$ cat config.mk
export PLATFORM = sky130hd
export DESIGN_NAME = lazy_cc_eval
export DESIGN_NICKNAME = d
export VERILOG_FILES = /design/src/rtl/lcc_pkg.sv /design/src/rtl/lcc_ctrl.sv /design/src/rtl/lcc_datapath.sv /design/src/rtl/lazy_cc_eval.sv
export SDC_FILE = /design/constraint.sdc
export NUM_CORES = 1
export LEC_CHECK = 0
export BUFFER_PORTS_ARGS = -buffer_cell sky130_fd_sc_hd__buf_2
export CAP_MARGIN = 20
export CELL_PAD_IN_SITES_DETAIL_PLACEMENT = 1
export CELL_PAD_IN_SITES_GLOBAL_PLACEMENT = 1
export CORE_MARGIN = 5
export CORE_UTILIZATION = 21
export CTS_CLUSTER_DIAMETER = 60
export DETAILED_ROUTE_END_ITERATION = 12
export PLACE_DENSITY_LB_ADDON = 0.1
export SKIP_CTS_REPAIR_TIMING = 1
export SLEW_MARGIN = 5
export SYNTH_ARGS = -nofsm -noshare
export SYNTH_HDL_FRONTEND = slang
export SYNTH_SLANG_ARGS = --single-unit
$ cat constraint.sdc
create_clock -name clk -period 2.05 [get_ports clk]
set_clock_uncertainty 0.2 [all_clocks]
set_input_delay 0.205 -clock clk [delete_from_list [all_inputs] [get_ports clk]]
set_output_delay 0.205 -clock clk [all_outputs]
set_load 0.02 [all_outputs]
$ cat src/rtl/lcc_pkg.sv
package lcc_pkg;
  localparam int DATA_W = 32;
  localparam int CCS_W  = 32;

  localparam int BIT_C = 0;
  localparam int BIT_V = 1;
  localparam int BIT_Z = 2;
  localparam int BIT_N = 3;
  localparam int BIT_X = 4;
  localparam int BIT_R = 8;

  typedef enum logic [3:0] {
    OP_ADD   = 4'd0,
    OP_SUB   = 4'd1,
    OP_CMP   = 4'd2,
    OP_MSTEP = 4'd3,
    OP_MOVE  = 4'd4,
    OP_AND   = 4'd5,
    OP_OR    = 4'd6,
    OP_XOR   = 4'd7,
    OP_SHIFT = 4'd8,
    OP_MULS  = 4'd9,
    OP_MULU  = 4'd10,
    OP_LIVE  = 4'd11
  } opClass_e;

  typedef struct packed {
    logic srcInv;
    logic carryInv;
    logic carryToR;
    logic logicRule;
    logic mulSigned;
    logic mulUnsigned;
    logic passThru;
  } lccStrobe_t;
endpackage

$ cat src/rtl/lcc_ctrl.sv
module lcc_ctrl
  import lcc_pkg::*;
(
  input  logic [3:0]  opClass,
  output lccStrobe_t  stb
);
  always_comb begin
    stb = '0;
    case (opClass)
      OP_SUB, OP_CMP: begin
        stb.srcInv   = 1'b1;
        stb.carryInv = 1'b1;
      end
      OP_MSTEP: stb.carryToR = 1'b1;
      OP_MOVE, OP_AND, OP_OR, OP_XOR, OP_SHIFT: stb.logicRule = 1'b1;
      OP_MULS: stb.mulSigned   = 1'b1;
      OP_MULU: stb.mulUnsigned = 1'b1;
      OP_LIVE: stb.passThru    = 1'b1;
      default: stb = '0;
    endcase
  end

  // at most one special evaluation path is chosen per class
  always_comb begin
    p_class_onehot_r11: assert ($onehot0({stb.logicRule, stb.mulSigned,
                                          stb.mulUnsigned, stb.passThru,
                                          stb.carryToR}));
    // the multiply-step path never inverts the carry
    p_mstep_no_inv_r5: assert (!(stb.carryToR && (stb.carryInv || stb.srcInv)));
  end
endmodule

$ cat src/rtl/lcc_datapath.sv
module lcc_datapath
  import lcc_pkg::*;
(
  input  logic              clk,
  input  logic              rst,
  input  logic              inValid,
  input  lccStrobe_t        stb,
  input  logic [2:0]        opSize,
  input  logic [DATA_W-1:0] srcVal,
  input  logic [DATA_W-1:0] dstVal,
  input  logic [DATA_W-1:0] resVal,
  input  logic [DATA_W-1:0] mulHigh,
  input  logic [CCS_W-1:0]  ccsIn,
  input  logic [CCS_W-1:0]  updMask,
  input  logic              extMode,
  output logic              outValid,
  output logic [CCS_W-1:0]  ccsOut
);
  localparam int MSB = DATA_W - 1;
  localparam int PROD_W = 2 * DATA_W;

  logic [DATA_W-1:0] srcEff;
  logic              sizeOk, srcSign, dstSign, resSign, resZero;
  logic [PROD_W-1:0] prod;
  logic [CCS_W-1:0]  newFlags, effMask, ccsNext;
  logic              carryRaw;

  assign srcEff = stb.srcInv ? ~srcVal : srcVal;
  assign prod   = {mulHigh, resVal};

  // sign bits and zero test at the operand size
  always_comb begin
    sizeOk  = 1'b1;
    srcSign = 1'b0;
    dstSign = 1'b0;
    resSign = 1'b0;
    resZero = 1'b0;
    case (opSize)
      3'd1: begin
        srcSign = srcEff[7]; dstSign = dstVal[7]; resSign = resVal[7];
        resZero = (resVal[7:0] == 8'd0);
      end
      3'd2: begin
        srcSign = srcEff[15]; dstSign = dstVal[15]; resSign = resVal[15];
        resZero = (resVal[15:0] == 16'd0);
      end
      3'd4: begin
        srcSign = srcEff[MSB]; dstSign = dstVal[MSB]; resSign = resVal[MSB];
        resZero = (resVal == '0);
      end
      default: sizeOk = 1'b0;
    endcase
  end

  // new flag generation
  always_comb begin
    newFlags = '0;
    carryRaw = 1'b0;
    if (stb.mulSigned) begin
      if (prod == '0)        newFlags[BIT_Z] = 1'b1;
      else if (prod[PROD_W-1]) newFlags[BIT_N] = 1'b1;
      newFlags[BIT_V] = (mulHigh != {DATA_W{resVal[MSB]}});
    end else if (stb.mulUnsigned) begin
      newFlags[BIT_Z] = (prod == '0);
      newFlags[BIT_N] = prod[PROD_W-1];
      newFlags[BIT_V] = |mulHigh;
    end else if (sizeOk) begin
      if (stb.logicRule) begin
        if (resSign) newFlags[BIT_N] = 1'b1;
        else         newFlags[BIT_Z] = resZero;
      end else begin
        if (resSign) begin
          newFlags[BIT_N] = 1'b1;
          if (!srcSign && !dstSign)     newFlags[BIT_V] = 1'b1;
          else if (srcSign && dstSign)  carryRaw = 1'b1;
        end else begin
          newFlags[BIT_Z] = resZero;
          newFlags[BIT_V] = srcSign & dstSign;
          carryRaw        = srcSign | dstSign;
        end
        if (stb.carryToR) newFlags[BIT_R] = carryRaw;
        else              newFlags[BIT_C] = carryRaw ^ stb.carryInv;
      end
    end
  end

  // masked writeback
  always_comb begin
    effMask        = updMask;
    effMask[BIT_X] = 1'b1;
    if (extMode && newFlags[BIT_Z]) effMask[BIT_Z] = 1'b0;
    if (stb.passThru) ccsNext = ccsIn;
    else              ccsNext = (ccsIn & ~effMask) | (newFlags & effMask);
  end

  always_ff @(posedge clk) begin
    if (rst) begin
      outValid <= 1'b0;
      ccsOut   <= '0;
    end else begin
      outValid <= inValid;
      if (inValid) ccsOut <= ccsNext;
    end
  end

  // one-cycle latency on the result strobe
  p_latency_r2: assert property (@(posedge clk) disable iff (rst)
    inValid |=> outValid);
  p_idle_r2: assert property (@(posedge clk) disable iff (rst)
    !inValid |=> !outValid);
  // X is cleared by every evaluating request
  p_x_cleared_r9: assert property (@(posedge clk) disable iff (rst)
    outValid && !$past(stb.passThru) |-> !ccsOut[BIT_X]);
  // bits outside the mask keep the incoming word
  p_unmasked_kept_r9: assert property (@(posedge clk) disable iff (rst)
    outValid && !$past(stb.passThru) |->
      (((ccsOut ^ $past(ccsIn)) & ~($past(updMask) | (CCS_W'(1) << BIT_X))) == '0));
  // extended mode never sets Z
  p_ext_no_zset_r10: assert property (@(posedge clk) disable iff (rst)
    outValid && $past(extMode) && !$past(stb.passThru) && !$past(ccsIn[BIT_Z])
      |-> !ccsOut[BIT_Z]);
  // flags-live returns the incoming word
  p_live_pass_r11: assert property (@(posedge clk) disable iff (rst)
    outValid && $past(stb.passThru) |-> ccsOut == $past(ccsIn));
endmodule

$ cat src/rtl/lazy_cc_eval.sv
module lazy_cc_eval
  import lcc_pkg::*;
(
  input  logic              clk,
  input  logic              rst,
  input  logic              inValid,
  input  logic [3:0]        opClass,
  input  logic [2:0]        opSize,
  input  logic [DATA_W-1:0] srcVal,
  input  logic [DATA_W-1:0] dstVal,
  input  logic [DATA_W-1:0] resVal,
  input  logic [DATA_W-1:0] mulHigh,
  input  logic [CCS_W-1:0]  ccsIn,
  input  logic [CCS_W-1:0]  updMask,
  input  logic              extMode,
  output logic              outValid,
  output logic [CCS_W-1:0]  ccsOut
);
  lccStrobe_t stb;

  lcc_ctrl u_ctrl (
    .opClass (opClass),
    .stb     (stb)
  );

  lcc_datapath u_dp (
    .clk      (clk),
    .rst      (rst),
    .inValid  (inValid),
    .stb      (stb),
    .opSize   (opSize),
    .srcVal   (srcVal),
    .dstVal   (dstVal),
    .resVal   (resVal),
    .mulHigh  (mulHigh),
    .ccsIn    (ccsIn),
    .updMask  (updMask),
    .extMode  (extMode),
    .outValid (outValid),
    .ccsOut   (ccsOut)
  );
endmodule

# ---- Yosys cells after proc, flatten, opt, wreduce, memory -nomap -nowiden
# Cells that the tools add are included.
dict set report word_totals {
  inputBits 203
  regBits 33
  output_inout_bits 33
}
dict set report classes {
  n_eq_ne 15
  bitwise 8
  n_reduce_logical 13
  n_mux 40
}
# operator n
set op_table {}
lappend op_table {{$logic_not 64->1} 1}
lappend op_table {{$mux 32} 2}
lappend op_table {{$not 32->32} 2}
lappend op_table {{$and 32x32->32} 1}
lappend op_table {{$and 9x32->32} 1}
lappend op_table {{$logic_not 32->1} 1}
lappend op_table {{$ne 32x32->1} 1}
lappend op_table {{$or 32x32->32} 1}
lappend op_table {{$reduce_or 32->1} 1}
lappend op_table {{$mux 1} 29}
lappend op_table {{$eq 4x3->1 const B} 4}
lappend op_table {{$eq 4x4->1 const B} 4}
lappend op_table {{$logic_not 16->1} 1}
lappend op_table {{$pmux 1 s3} 4}
lappend op_table {{$eq 4x2->1 const B} 2}
lappend op_table {{$logic_not 8->1} 1}
lappend op_table {{$mux 3} 2}
lappend op_table {{$reduce_or 5->1} 1}
lappend op_table {{$eq 4x1->1 const B} 1}
lappend op_table {{$mux 2} 2}
lappend op_table {{$mux 4} 1}
lappend op_table {{$eq 3x1->1 const B} 1}
lappend op_table {{$eq 3x2->1 const B} 1}
lappend op_table {{$eq 3x3->1 const B} 1}
lappend op_table {{7 further kinds} 10}

# ---- Depth between registers and ports, before layout
# Gate-level depths: netlist (run 1).
dict set report depth {
  depth_word 25
  ltp_mapped 8
  mapped_depth_nobuf 6
}

# ---- Hierarchy
# From an unflattened synthesis (run 1), not the netlist that was laid out.
dict set report unflattened {
  hier_cells 265
  area_unflattened_um2 2063.2
}
# mod instances area_each_um2 cells_each
set by_module_without_submodules {}
lappend by_module_without_submodules {lcc_datapath 1 1986.9 254}
lappend by_module_without_submodules {lcc_ctrl 1 76.3 11}

# ---- Worst setup path after synthesis (run 1)
# Ideal clock, no wire load.
dict set report synth_timing {
  path_type {input -> register}
  start {input opClass[0]}
  end {register u_dp.ccsOut[0]}
  slack_ns 0.215
  required_ns 1.723
  arrival_time_ns 1.507
  cell_stages 8
  setup_ns 0.127
  path_cell_list {buf_2 -> xor2_1 -> and2_1 -> buf_4 -> mux2i_4 -> and2_1 -> o221ai_1 -> o2bb2ai_1}
}
dict set report synth_between {
  elab_chain_cells 22
  word_cells_on_any_way 41
  classes_between {eq/ne (11); mux (21); bitwise (4); reduce/logical (5)}
}
# element line_no
set synth_lines {}
lappend synth_lines {{start, declared} lazy_cc_eval.sv:7} ;# input logic [3:0] opClass,
lappend synth_lines {{$eq 4x1->1 or $eq 4x2->1 (tied branches)} lcc_ctrl.sv:9} ;# case (opClass)
lappend synth_lines {{$reduce_or 2->1} lcc_ctrl.sv:9}
lappend synth_lines {{$mux 2} lcc_ctrl.sv:9}
lappend synth_lines {{$mux 32} lcc_datapath.sv:28} ;# assign srcEff = stb.srcInv ? ~srcVal : srcVal;
lappend synth_lines {{$pmux 1 s3} lcc_datapath.sv:38} ;# case (opSize)
lappend synth_lines {{$logic_and 1x1->1 or $logic_not 1->1 (tied branches)} {lcc_datapath.sv:75, lcc_datapath.sv:74}}
lappend synth_lines {{$mux 1 or $logic_and 1x1->1 (tied branches)} {lcc_datapath.sv:75, lcc_datapath.sv:74}}
lappend synth_lines {{$mux 1} lcc_datapath.sv:74} ;# if (!srcSign && !dstSign) newFlags[BIT_V] = 1'b1;
lappend synth_lines {{[... 6 more ...]} -}
lappend synth_lines {{$mux 1} lcc_datapath.sv:81} ;# if (stb.carryToR) newFlags[BIT_R] = carryRaw;
lappend synth_lines {{$mux 2} lcc_datapath.sv:68} ;# if (stb.logicRule) begin
lappend synth_lines {{$mux 4} lcc_datapath.sv:67} ;# end else if (sizeOk) begin
lappend synth_lines {{$mux 1} lcc_datapath.sv:63} ;# end else if (stb.mulUnsigned) begin
lappend synth_lines {{$mux 1} lcc_datapath.sv:59} ;# if (stb.mulSigned) begin
lappend synth_lines {{$and 9x32->32} lcc_datapath.sv:93} ;# else ccsNext = (ccsIn & ~effMask) | (newFlags & effMask);
lappend synth_lines {{$or 32x32->32} lcc_datapath.sv:93}
lappend synth_lines {{$mux 32 *} lcc_datapath.sv:92} ;# if (stb.passThru) ccsNext = ccsIn;
lappend synth_lines {{end signal, assigned} lcc_datapath.sv:102} ;# if (inValid) ccsOut <= ccsNext;
lappend synth_lines {{end, declared} lcc_datapath.sv:17} ;# output logic [CCS_W-1:0] ccsOut
# Mark *: on every way between the ends. The rest lies on a longest branch, timed or not. The select of a mux whose other input is x is not followed.
# A chain may end at the register's enable or synchronous reset.

# ---- Worst setup path in the final report (run 1)
dict set report layout_timing {
  start {input opSize[1]}
  end {register u_dp.ccsOut[0]}
}
dict set report layout_between {
  elab_chain_cells 19
  word_cells_on_any_way 29
  classes_between {eq/ne (3); mux (17); bitwise (4); reduce/logical (5)}
}
# element line_no
set layout_lines {}
lappend layout_lines {{start, declared} lazy_cc_eval.sv:8} ;# input logic [2:0] opSize,
lappend layout_lines {{$eq 3x3->1, or another cell as far along} lcc_datapath.sv:38}
lappend layout_lines {{$pmux 1 s3} lcc_datapath.sv:38}
lappend layout_lines {{$logic_and 1x1->1 or $logic_not 1->1 (tied branches)} {lcc_datapath.sv:75, lcc_datapath.sv:74}}
lappend layout_lines {{$mux 1 or $logic_and 1x1->1 (tied branches)} {lcc_datapath.sv:75, lcc_datapath.sv:74}}
lappend layout_lines {{$mux 1} lcc_datapath.sv:74}
lappend layout_lines {{$mux 1} lcc_datapath.sv:72} ;# if (resSign) begin
lappend layout_lines {{$mux 1} lcc_datapath.sv:68}
lappend layout_lines {{$mux 1} lcc_datapath.sv:67}
lappend layout_lines {{[... 3 more ...]} -}
lappend layout_lines {{$mux 1} lcc_datapath.sv:81}
lappend layout_lines {{$mux 2} lcc_datapath.sv:68}
lappend layout_lines {{$mux 4 *} lcc_datapath.sv:67}
lappend layout_lines {{$mux 1 *} lcc_datapath.sv:63}
lappend layout_lines {{$mux 1 *} lcc_datapath.sv:59}
lappend layout_lines {{$and 9x32->32 *} lcc_datapath.sv:93}
lappend layout_lines {{$or 32x32->32 *} lcc_datapath.sv:93}
lappend layout_lines {{$mux 32 *} lcc_datapath.sv:92}
# Marked as above.

==> results by stage, run 1 <==
Flow run:
- Across the run, the number of max-cap violations was 0.

Synthesis:
- Summing every instance area after synthesis gives 2090 µm².
- After synthesis, the mean cell area works out to about 7 µm².
- The share of the Yosys chip area taken by registers is 0.315.
- The number of nets handed over by synthesis was 503.
- The share of flip-flops with an asynchronous set or reset after synthesis is 0.
- The commonest cells after synthesis are 70 x sky130_fd_sc_hd__nand2_1, 39 x sky130_fd_sc_hd__a21oi_1, 33 x sky130_fd_sc_hd__dfxtp_1.
- The leading area contributor after synthesis is sky130_fd_sc_hd__dfxtp_1.
- The count of distinct cell types in the synthesized netlist is 52.
- Counting flops with a built-in enable in the synthesized netlist gives 0.
- The post-synthesis sequential element count is 33.
- By area the synthesized netlist is led by sky130_fd_sc_hd__dfxtp_1 32%, sky130_fd_sc_hd__nand2_1 13%, sky130_fd_sc_hd__a21oi_1 9.3%.
- The most used flip-flop cell after synthesis is sky130_fd_sc_hd__dfxtp_1.
- Of the post-synthesis cell area, the dominant cell type holds 0.315.
- The total number of yosys warnings is 0.
- The number of instances in the synthesized netlist is 300.
- By instance count, the leading cell after synthesis is sky130_fd_sc_hd__nand2_1.

Power and ir drop:
- Of the total power, the share spent switching nets is 0.274.
- Internal power comes to approximately 0.0013 W.
- The net load switching power is 0.000481 W.
- VDD sags by at most about 290 µV.
- The total chip power is 0.00176 W.
- The sequential power share is 0.387.
- The share of total power dissipated in combinational logic is 0.252.
- The leakage power is approximately 1.6 nW.
- The power per cell area is about 530 nW/µm².
- The share of total power dissipated in the clock network is 0.361.

Timing:
- The total negative slack is 0 ns.
- The shortest clock period the worst path allows after layout is 1.72 ns.
- Setup repair after global routing left no endpoint under its margin.
- Of the available clock period, the critical path in the final layout requires 0.840.
- The final hold violation count is 6.
- Once routing completed, OpenROAD measured the worst setup slack at approximately 0.33 ns.
- The worst pin sits at a relative slew slack of 0.731.
- The number of endpoints failing setup at the final stage is 0.
- The final max-slew violation count is 0.
- At the pin with the least slew margin, the transition time is between 0.4 and 0.5 ns.
- On the final layout, the worst hold slack is -0.00750 ns.
- The maximum frequency from static timing analysis is between 0.5 and 0.6 GHz.

Place:
- Before CTS, the worst setup slack after placement is between 0.05 and 0.06 ns.
- In this run the tool buffered the top-level ports with roughly 180 buffer cells.
- The congestion estimate from routability-driven global placement came to approximately 0.75.
- The detailed placer's ending HPWL is just under 8000 µm.
- The placed instance area is about 3200 µm².

Clocking:
- The cell at the root of the clock tree is sky130_fd_sc_hd__clkbuf_8.
- The insertion delay of the later-clocked pin in the worst-skew pair is 0.27 ns.
- The H-tree was split into 2 levels.
- The number of buffers on the longest clock path is 2.
- After clock tree synthesis, the clock-pin slew on the worst setup and hold paths is 0.07 ns.
- Buffers inserted during clock tree synthesis total 5.
- TritonCTS built the clock tree.
- Counting every sink on the clock net gives 33.

Drt:
- The remaining antenna violation count after routing is 0.
- The total iterations of the first detailed-routing run is 4.
- The average wire length per cell after detail routing is approximately 15 µm.
- The final layout contains routed wiring with a total length of around 9100 µm.
- After the first detailed-routing iteration, the DRC count stood at between 90 and 100.
- The average vias per placed instance is between 4 and 5.
- The via count is 2846.
- For this run, design rule violations remaining after detail routing come to 0.

Hold path:
- The min-delay analysis places its worst path in the category input port to register.
- The start point of the worst min-delay path is ccsIn[6].
- Along the worst hold path, the cell count comes to 3.
- The worst hold path terminates at u_dp.ccsOut[6].

Final layout:
- Compared with the post-synthesis result, the final layout area differs by 59.6%.
- Fill cells in the final layout number approximately 1300.
- The number of antenna repair diodes is 0.
- The cell area after layout is roughly 3300 µm².
- The final layout net count is between 600 and 700.
- Of the cells placed in the final design, the portion with a size suffix greater than 1 is 0.424.

Floorplanning:
- The die height is about 110 µm.
- In this run the core area contains 36 standard-cell rows.
- After floorplanning, the core was sized to cover roughly 9700 µm².
- Pin placement for this block handled between 200 and 250 I/O pins.
- The overall die width is between 100 and 150 µm.
- The initial utilization of the core area, before any placement, comes to 0.215.
- The die footprint is around 12000 µm².

Setup path:
- The worst setup path is captured at a register.
- STA puts the critical path data arrival time at 1.73 ns.
- The worst setup path is launched from an input port.
- The worst setup path is of the input port to register kind.
- The cell family contributing the most delay on the critical path is compound AO/OA/AOI/OAI gates.
- For the worst setup path, the data required time is 2.05 ns.
- For this run, the slowest stage of the critical path takes about 0.42 ns.
- The slowest stage of the critical path is the sky130_fd_sc_hd__or3b_1 cell.
- Counting cells, the worst reg-to-reg path comes to 4.
- Setup slack on the worst reg-to-reg path comes out at around 0.7 ns.
- The worst register-to-register path ends at u_dp.ccsOut[0].
- Walking the worst path, the cells encountered are buf_2 > or3b_1 > o22a_2 > buf_4 > a311o_1 > a21oi_1 > o2bb2ai_1.
- The worst register-to-register path begins at u_dp.ccsOut[0].
- The count of buffering cells on the critical path with inverters included is 2.
- The highest net fanout along the worst path is 6.

Status:
- The final reports fail on hold timing.
- The flow ran to the end, but the final reports show violations.

Global routing:
- After global routing the overflow that remains totals 0.
- The via count of the first global-routing pass was roughly 3000.
- The global router's overall resource usage is 0.142.
- The pin count of the biggest net entering global routing is 28.
- The first-pass GRT wire length is roughly 14000 µm.
- The initial antenna violation count is 0.
[cell families (layout without fill, tap and decap cells)]
group | Yosys count | count (layout) | share of synthesized area
and+or+nand+nor | 167 | 167 | 0.401
AOI/OAI and AO/OA | 71 | 71 | 0.211
DFF | 33 | 33 | 0.315
buffers and inverters | 25 | 211 | 0.0484
xor gates and xnor gates | 3 | 3 | 0.0125
muxes | 1 | 1 | 0.0108
[sequential cells by signal, indices dropped and copies added, names as in the netlist]
name,cells
u_dp.ccsOut,32
u_dp.outValid,1
[cell type report]
type / instances / area [µm²] / share of cell area
Multi-Input combinational cell: 242 / 1330 / 0.399
Inverter: 7 / 26.3 / 0.00786
Clock buffer: 7 / 86.3 / 0.0258
Sequential cell: 33 / 661 / 0.198
Timing Repair Buffer: 196 / 1040 / 0.311
Clock inverter: 1 / 30.0 / 0.00898
Tap cell: 133 / 166 / 0.0498
[tightest hold or removal path, cell delays in order]
cell and delay (ns):
sky130_fd_sc_hd__buf_2 0.10, sky130_fd_sc_hd__nand3_1 0.07, sky130_fd_sc_hd__a21oi_1 0.06
[stage by stage]
step,std cells,utilization
finish,619,0.344
global route,619,0.344
CTS,615,0.340
detailed placement,607,0.328
global placement,607,0.328
floorplan,300,-
[how the worst max path moves through the flow]
stage,startpoint,end,cells after the start
2_1_floorplan,opClass[0],u_dp.ccsOut[0],8
3_3_place_gp,opSize[1],u_dp.ccsOut[2],6
3_5_place_dp,opSize[1],u_dp.ccsOut[2],6
4_1_cts,opSize[1],u_dp.ccsOut[2],6
5_1_grt,opSize[1],u_dp.ccsOut[0],7
6_report,opSize[1],u_dp.ccsOut[0],7
[power by group through the flow]
stage / Sequential, W / Combinational [W] / Clock [W]
CTS: 0.000681 / 0.000444 / 0.000655
detailed placement: 0.000696 / 0.000443 / 0
global route: 0.000684 / 0.000494 / 0.000684
global placement: 0.000695 / 0.000434 / 0
finish: 0.000681 / 0.000443 / 0.000634
floorplan: 0.000730 / 0.000166 / 0
[metal layers]
| layer | share of wire | vias to the layer above | track usage | wire length (µm) |
|---|---|---|---|---|
| met4 | 0.0045 | 0 | 0.0187 | 41 |
| li1 | - | 1466 | - | - |
| met2 | 0.49 | 77 | 0.255 | 4450 |
| met3 | 0.060 | 4 | 0.0270 | 542 |
| met5 | 0 | - | 0 | 0 |
| met1 | 0.45 | 1299 | 0.180 | 4060 |
[layout by cell type (no fill, tap or decap), drive strengths merged, types with 3 or more instances in the layout]
cell type      n
buf          192
nand2         70
a21oi         39
dfxtp         33
nand3         30
nor4          20
nor2          12
nand4          8
inv            7
clkbuf         7
o21ai          7
nor3           5
dlygate4sd3    4
nand2b         4
and2           3
o22ai          3
a31oi          3
o22a           3
(Power assumes the default switching activity.)
==> run 2: changes to the inputs <==
==> constraint.sdc (replaced) <==
create_clock -name clk -period 1.6 [get_ports clk]
set_clock_uncertainty 0.2 [all_clocks]
set_input_delay 0.16 -clock clk [delete_from_list [all_inputs] [get_ports clk]]
set_output_delay 0.16 -clock clk [all_outputs]
set_load 0.02 [all_outputs]
==> run 2 against run 1 <==
  * The flow still finishes with violations (hold timing)
  * Hold slack got worse by 0.016 ns
  * Routed wire length increased by 14%
  * Cell count increased by 10%
  * Clock power decreased by 4.1%
  * Sequential share of layout area decreased by 3.3 points
  * Count of clock-buffer cells in the layout decreased by 1
  * Total power increased by 25%
  * Flip-flop and latch count unchanged
  * First-iteration DRC count decreased by 1.1%
  * Critical path depth unchanged
  * Critical endpoint unchanged
  * Largest cell class is now buffers
  * Largest power group unchanged
==> results by stage, run 2 (synthesis results as in run 1) <==
Status:
- The flow ran to the end, but the final reports show violations.
- The final reports fail on hold timing.

Drt:
- The remaining antenna violation count after routing is 0.
- Dividing the detail-routed wire length by the instance count gives ~15 µm.
- The routed wire length is about 10000 µm.
- The average vias per placed instance is about 4.6.
- The iteration-0 DRC count of the detailed router is 91.
- The via count is 3152.
- For this run, design rule violations remaining after detail routing come to 0.
- The pre-antenna-repair detailed-routing pass consisted of 4 iterations.

Place:
- Routability-driven placement finished with a final weighted congestion of 0.772.
- After detailed placement, the total cell area comes to between 3000 and 4000 µm².
- Prior to clock tree synthesis, the placed netlist has a worst setup slack of -0.287 ns.
- The count of input and output buffers is 176.
- After detailed placement, the design holds a cell count of 629.
- After legalization and detailed placement, the total HPWL measured 8030 µm.

Floorplanning:
- The starting density of the core is 0.215.
- In this run the count of I/O pins placed on the die edge is between 200 and 250.
- After floorplanning, the core was divided into 36 placement rows.
- The core region is between 9000 and 10000 µm².
- The die height is 110 µm.
- The die footprint is about 12000 µm².
- From left edge to right edge, the die measures 110 µm.

Setup path:
- The category of the worst setup path launch point is an input port.
- For this design, the slowest cell found on the critical path is sky130_fd_sc_hd__or3b_4.
- Together, buffers and inverters on the worst path number 1.
- The kind of end point of the critical path is a register.
- In this design, the stage delay of the slowest critical-path cell is 0.41 ns.
- The worst path required time is ~1.6 ns.
- The critical path goes through buf_4 > or3b_4 > nor2_1 > mux2i_4 > a31oi_1 > o221ai_2 > o2bb2ai_2.
- The setup path with the least slack is of type input port to register.
- The highest net fanout along the worst path is 7.
- At the worst endpoint, the arrival time is roughly 1.5 ns.
- Broken down by cell family, the worst path's largest delay share belongs to simple AND/OR/NAND/NOR gates.

Timing:
- The relative max-transition margin is 0.730.
- The actual transition at the worst max-transition pin is 0.405 ns.
- The final max-slew violation count is 0.
- The final hold violation count is 10.
- After layout, the worst setup slack is approximately 0.024 ns.
- The number of endpoints failing setup at the final stage is 0.
- The share of the clock period used by the worst path is 0.985.
- The worst hold slack across all endpoints is -0.0238 ns.
- Based on the critical path, the design can be clocked at up to approximately 0.63 GHz.
- The shortest clock period the worst path allows after layout is 1.58 ns.

Final layout:
- In the final design database the tool counted 751 nets.
- The flip-flop and latch area is approximately 660 µm².
- 0 antenna diodes ended up in the layout.
- The flip-flop count of the largest register, all copies and words added is 32.
- The layout cell share with drive strength beyond 1 is 0.443.
- Fill cells in the final layout number roughly 1300.
- The largest registers in the layout are u_dp.ccsOut: 32 flops, u_dp.outValid: 1 flops.
- The cell area after layout is about 4000 µm².
- Relative to the synthesized area, the layout overhead comes to 91.7%.
- Once layout is complete, the cells apart from fillers number a little under 700.
- The top cell types in the final layout, fill and taps aside, are 174 x sky130_fd_sc_hd__buf_2, 70 x sky130_fd_sc_hd__nand2_1, 45 x sky130_fd_sc_hd__dlygate4sd3_1.
- The library cell used most frequently in the layout, excluding fill and tap cells, is sky130_fd_sc_hd__buf_2.
- The area occupied by multi-input gates is approximately 1400 µm².
- Once layout is complete, the utilization of the core stands at 0.413.
- The largest register by flop count is u_dp.ccsOut.

Power and ir drop:
- IR analysis of the VDD net gives a maximum drop of between 200 and 300 µV.
- Dividing total power by cell area gives a power density of around 550 nW/µm².
- The analysis attributes to cell leakage a power of around 1.9 nW.

Clocking:
- The clock input transition at the sequential cells of the worst setup and hold paths is 0.07 ns.
- The H-tree depth is 2.
- The CTS buffer count is 5.
- The number of buffers on the longest clock path is 2.
- The cell at the root of the clock tree is sky130_fd_sc_hd__clkbuf_8.
- The number of clock sinks seen by CTS is 33.
- The insertion delay of the later-clocked pin in the worst-skew pair is 0.27 ns.
- TritonCTS built the clock tree.

Global routing:
- The pin count of the biggest net entering global routing is 34.
- The first-pass GRT wire length is between 10000 and 15000 µm.
- The initial antenna violation count was 0.
- The global router's overall resource usage is 0.152.
- The via count of the first global-routing pass is slightly below 3000.
- Summed over all layers, the global routing overflow is 0.

Flow run:
- Across the run, the number of max-cap violations was 0.

Hold path:
- The tightest min-delay check is of the input port to register type.
==> run 2: cell count changes in the layout (fill, tap and decap cells not counted), sizes merged <==
| cell | change |
|---|---|
| clkbuf | -1 |
| buf | +22 |
| bufinv | -1 |
| dlygate4sd3 | +41 |
| clkinv | +2 |
==> run 2: per-layer routing <==
metal,up-vias,track usage,wire length (µm)
met4,0,0.0294,74
met1,1477,0.185,4130
met2,85,0.269,5460
met3,6,0.0405,690
li1,1584,-,-
met5,-,0,0
==> run 2: worst paths after layout <==
check                  start         endpoint  slack (ns)  depth (start not counted)
max                opSize[2]   u_dp.ccsOut[0]        0.02                          7
min              updMask[25]  u_dp.ccsOut[25]       -0.02                          4
max reg2reg   u_dp.ccsOut[0]   u_dp.ccsOut[0]        0.30                          4
min reg2reg  u_dp.ccsOut[26]  u_dp.ccsOut[26]        0.26                          2
==> run 2: stage by stage <==
step / power (W) / TNS, ns
global placement: 0.00149 / -2.76
detailed placement: 0.00151 / -2.93
finish: 0.00221 / 0
global route: 0.00236 / -0.0448
CTS: 0.00214 / 0
floorplan: 0.00116 / -0.163
==> run 2: worst register-to-register path: stages (launching register included) <==
cell                        delay, ns
sky130_fd_sc_hd__dfxtp_1         0.35
sky130_fd_sc_hd__o211ai_1        0.10
sky130_fd_sc_hd__a311o_1         0.34
sky130_fd_sc_hd__a21oi_2         0.13
sky130_fd_sc_hd__o2bb2ai_2       0.12
==> run 2: final cells by class <==
cell class,instances,area share
timing repair buffer,259,0.410
multi-input combinational,242,0.357
sequential,33,0.165
tap,133,0.0414
clock buffer,6,0.0181
inverter,7,0.00654
clock inverter,2,0.00249
==> run 2: report_power, final <==
group / total [W] / internal [W] / leakage (nW) / switching, W
Clock: 0.000608 / 0.000302 / 0.0450 / 0.000306
Combinational: 0.000724 / 0.000385 / 1.57 / 0.000339
Sequential: 0.000873 / 0.000857 / 0.270 / 0.0000164
Total: 0.00221 / 0.00154 / 1.89 / 0.000662
